===== config.mk =====
export PLATFORM = sky130hd
export DESIGN_NAME = cict_cache
export DESIGN_NICKNAME = d
export VERILOG_FILES = /design/src/rtl/cict_cache.sv
export SDC_FILE = /design/constraint.sdc
export NUM_CORES = 1
export LEC_CHECK = 0
export ABC_AREA = 0
export BUFFER_PORTS_ARGS = -buffer_cell sky130_fd_sc_hd__buf_2
export CAP_MARGIN = 30
export CELL_PAD_IN_SITES_DETAIL_PLACEMENT = 1
export CELL_PAD_IN_SITES_GLOBAL_PLACEMENT = 2
export CORE_ASPECT_RATIO = 0.5
export CORE_MARGIN = 3
export CORE_UTILIZATION = 40
export CTS_BUF_LIST = sky130_fd_sc_hd__clkbuf_8
export DETAILED_ROUTE_END_ITERATION = 8
export PLACE_DENSITY_LB_ADDON = 0.1
export SKIP_CTS_REPAIR_TIMING = 1
export SYNTH_ARGS = -nofsm -noshare
export SYNTH_HDL_FRONTEND = slang
export SYNTH_SLANG_ARGS = --single-unit
export TNS_END_PERCENT = 1

===== constraint.sdc =====
create_clock -name clk -period 4.3 [get_ports clk]
set_clock_uncertainty 0.1 [all_clocks]
set_input_delay 0.43 -clock clk [delete_from_list [all_inputs] [get_ports clk]]
set_output_delay 0.43 -clock clk [all_outputs]
set_load 0.02 [all_outputs]

===== src/rtl/cict_cache.sv =====
module cict_cache #(
  parameter int AW = 16,
  parameter int DW = 32
) (
  input  logic          clk,
  input  logic          rst,
  input  logic          cache_disable,
  input  logic          fetch_valid,
  input  logic [AW-1:0] fetch_addr,
  input  logic          pm_data_req,
  input  logic          mem_valid,
  input  logic [DW-1:0] mem_data,
  output logic          fetch_hit,
  output logic [DW-1:0] fetch_instr,
  output logic          fetch_stall
);
  localparam int IW   = 4;
  localparam int SETS = 1 << IW;
  localparam int TW   = AW - IW;

  logic [TW-1:0]   tag0 [SETS];
  logic [TW-1:0]   tag1 [SETS];
  logic [DW-1:0]   dat0 [SETS];
  logic [DW-1:0]   dat1 [SETS];
  logic [SETS-1:0] v0, v1, lru;
  logic            pend;
  logic [AW-1:0]   paddr;

  wire [IW-1:0] s  = fetch_addr[IW-1:0];
  wire [TW-1:0] t  = fetch_addr[AW-1:IW];
  wire          h0 = fetch_valid & ~cache_disable & v0[s] & (tag0[s] == t);
  wire          h1 = fetch_valid & ~cache_disable & v1[s] & (tag1[s] == t);

  assign fetch_hit   = h0 | h1;
  assign fetch_instr = h1 ? dat1[s] : (h0 ? dat0[s] : '0);
  assign fetch_stall = fetch_valid & pm_data_req & ~fetch_hit;

  wire [IW-1:0] ps   = paddr[IW-1:0];
  wire [TW-1:0] pt   = paddr[AW-1:IW];
  wire          fill = mem_valid & pend & ~cache_disable;
  wire          fw   = lru[ps];

  always_ff @(posedge clk) begin
    if (rst) begin
      v0    <= '0;
      v1    <= '0;
      lru   <= '0;
      pend  <= 1'b0;
      paddr <= '0;
    end else begin
      if (fetch_hit) lru[s] <= h0;
      if (fill) begin
        if (fw) v1[ps] <= 1'b1;
        else    v0[ps] <= 1'b1;
        lru[ps] <= ~fw;
      end
      if (fetch_stall && !cache_disable) begin
        pend  <= 1'b1;
        paddr <= fetch_addr;
      end else if (fill) begin
        pend <= 1'b0;
      end
    end
  end

  always_ff @(posedge clk) begin
    if (fill) begin
      if (fw) begin
        tag1[ps] <= pt;
        dat1[ps] <= mem_data;
      end else begin
        tag0[ps] <= pt;
        dat0[ps] <= mem_data;
      end
    end
  end


  reset_clear_chk: assert property (@(posedge clk) disable iff (rst)
    $past(rst) |-> !fetch_hit);


  fill_only_chk: assert property (@(posedge clk) disable iff (rst)
    !(mem_valid && pend && !cache_disable) |=> ($stable(v0) && $stable(v1)));


  pend_source_chk: assert property (@(posedge clk) disable iff (rst)
    $rose(pend) |-> $past(fetch_stall && !cache_disable));


  stall_records_chk: assert property (@(posedge clk) disable iff (rst)
    (fetch_stall && !cache_disable) |=> pend);


  off_frozen_chk: assert property (@(posedge clk) disable iff (rst)
    cache_disable |=> ($stable(v0) && $stable(v1)));
endmodule


==> metrics <==
Clock Pin Slew Worst Setup and Hold Paths 0.07 ns; EDFF count, synth 1408; crit path cell chain mux4_2, mux2i_1, buf_4, nor2_1, a211oi_1, o21ai_0, nor4_4, buf_12, buf_4, nand2_1, o21ai_0, buf_2; CP top delay family buffers and inverters; Synthesized Nets 2640; Non-Filler Instances 4981; share of layout cells above drive strength 1 0.307; period utilization 1.04; max-slew violations 0; chip height 273 um; Peak supply drop 0.220 mV; overflow left after global routing 0; critical path type reg2out; gp weighted congestion 0.744; Max Clock Freq 0.225 GHz; min cycle time layout 4.45 ns; failing checks negative setup slack; Synth Flop Type edfxtp_1; routed via count 28300; run status finished with violations; Mapped Area 0.0572 mm2; Buffers on Ports 87; io pins 88; fin util 0.468; Tot GR Track Use 0.219; worst path required time 3.77 ns; Worst setup SP type flop; PwrDens 414 mW/mm2; Synth area leaders edfxtp_1 (74%), mux4_2 (16%), dfxtp_1 (2.3%); Area Growth Syn to Fin 15.3%; Crit-path slowest cell mux4_2; post-DR wirelength/cell 32.4 um; Worst EP arrival 3.92 ns; dpl cells 4553; First-pass DRT Iterations 5; hpwl dp 87500 um; floorplan row count 97; Synth Area per Inst 22.1 um2; Slew HR 0.294; max_cap viols 0; Final Cell Area 0.0659 mm2; Starting Density 0.406; final layout net count 2995; Final Hold Viols 0; cell count after synthesis 2586; H-tree lvl count 4; Die X-Extent 541 um; Slowest Stage Delay on Critical Path 0.48 ns; post-route ant nets 0; Worst-Margin Slew 1.06 ns; PnR worst setup slack -0.152 ns; pin count of the biggest net entering global routing 124; unrepaired setup endpoints after global routing true; first-pass GRT wire length 228000 um; yosys warns 0; Max Root-Sink Buffers 4; CP bufs+invs 4; number of synthesized register bits 1473; asr flop ratio synth 0; CTS tree yes; Clock Sinks 1473; antenna violations before repair 10; setup violators final 34; Core Area 0.141 mm2; Pleak 0.0205 uW; Clk Tree Root Cell clkbuf_8; 1st-iter DRT viols 3156; Max FO, Critical Path 9; vias in the first global route 29700; vias per inst 5.68; Post-Route WL 162000 um; Clk Latency, worst-skew pair 0.88 ns; synth unique cells 55; post-place setup slack -0.0333 ns; Yosys top cell area share 0.739; Crit. End Element primary output; Seq/Total Area, Yosys 0.762; Die ar. 0.148 mm2; Num CTS Buffers 217; kind of path behind the tightest hold check in2reg; cell taking the most area after synthesis edfxtp_1; # DRC 0; Post-DP Area 0.0615 mm2
[logic make-up after synthesis]
kind of cell / count (synthesis) / synth area share
AND/OR/NAND/NOR: 281 / 0.0232
AO/OA/AOI/OAI: 154 / 0.0174
flip-flops: 1473 / 0.762
multiplexers: 493 / 0.178
XOR/XNOR: 33 / 0.00505
buffers and inverters: 152 / 0.0147
[power by group]
| group | internal [uW] | leakage, uW | switching, uW |
|---|---|---|---|
| Combinational | 561 | 0.00550 | 749 |
| Sequential | 15700 | 0.0128 | 23.1 |
| Clock | 4890 | 0.00219 | 5410 |
| Total | 21100 | 0.0205 | 6190 |
[layout make-up]
| cell class | count | area [um2] |
|---|---|---|
| fill | 12700 | 75000 |
| sequential | 1473 | 43600 |
| clock buffer | 220 | 3030 |
| multi-input combinational | 961 | 13100 |
| antenna | 2 | 5.00 |
| inverter | 4 | 20.0 |
| tap | 1881 | 2350 |
| timing repair buffer | 284 | 3150 |
| clock inverter | 156 | 694 |
[worst min-delay path: cells and delay by family]
| family | cells | cell delay [ns] |
|---|---|---|
| buffers and inverters | 1 | 0.09 |
| AND/OR/NAND/NOR | 2 | 0.28 |
| AO/OA/AOI/OAI | 1 | 0.13 |
[layer usage]
metal / track usage / up-vias / routed length [um]
met3: 0.0424 / 239 / 9410
met2: 0.338 / 912 / 74500
met4: 0.0473 / 0 / 3000
met1: 0.325 / 15600 / 74700
met5: 0 / - / 0
li1: - / 11600 / -
[state kept, by name, indices dropped and copies added, names as in the netlist]
| register | cells |
|---|---|
| lru | 16 |
| pend | 1 |
| v0 | 16 |
| dat0 | 512 |
| paddr | 16 |
| dat1 | 512 |
| tag0 | 192 |
| v1 | 16 |
| tag1 | 192 |
[path summary, 6_finish.rpt]
check	startpoint	end	slack [ns]	cells past startpoint
max	tag1[12][5]	fetch_instr[10]	-0.15	12
min	cache_disable	pend	0.04	4
max reg2reg	paddr[0]	dat0[10][17]	0.76	5
min reg2reg	v1[0]	v1[0]	0.37	2
[synthesized netlist by cell type, types with 3 or more instances]
library cell,instances
a211o_1,17
a21oi_1,24
a221oi_1,7
a22o_1,8
a22oi_1,5
a31oi_1,20
buf_1,7
buf_2,68
buf_4,17
buf_6,10
clkbuf_1,43
dfxtp_1,65
edfxtp_1,1408
inv_1,3
mux2i_1,75
mux4_2,417
nand2_1,70
nand2b_1,67
nand3_1,7
nand4_1,3
nor2_1,110
nor2b_1,8
nor3_1,4
nor3b_1,3
o21ai_0,43
o21ai_1,12
xnor2_1,19
xor2_1,14
[placed cells by master (no fill, tap or decap), drive strengths merged, types with 5 or more instances in the layout]
master       instances
nand2               70
mux2i               75
xnor2               19
a221oi               7
clkbuf             220
nand2b              67
dfxtp               65
a22o                 8
a31oi               20
buf                240
clkinv              72
a22oi                5
xor2                14
a211o               17
nand3                7
a21oi               24
dlygate4sd3         44
edfxtp            1408
inv                 83
nor2               110
o21ai               55
nor2b                8
mux4               417
[per-stage QoR]
stage	power [uW]	setup TNS [ns]	hold WS, ns
CTS	27600	-12.66	-0.292
global route	28400	-9.79	0.0397
finish	27300	-3.14	0.0372
global placement	17300	0	0.347
detailed placement	17300	-0.0431	0.359
floorplan	16800	-13.80	0.335
No activity file was read; power rests on OpenSTA's default activity.
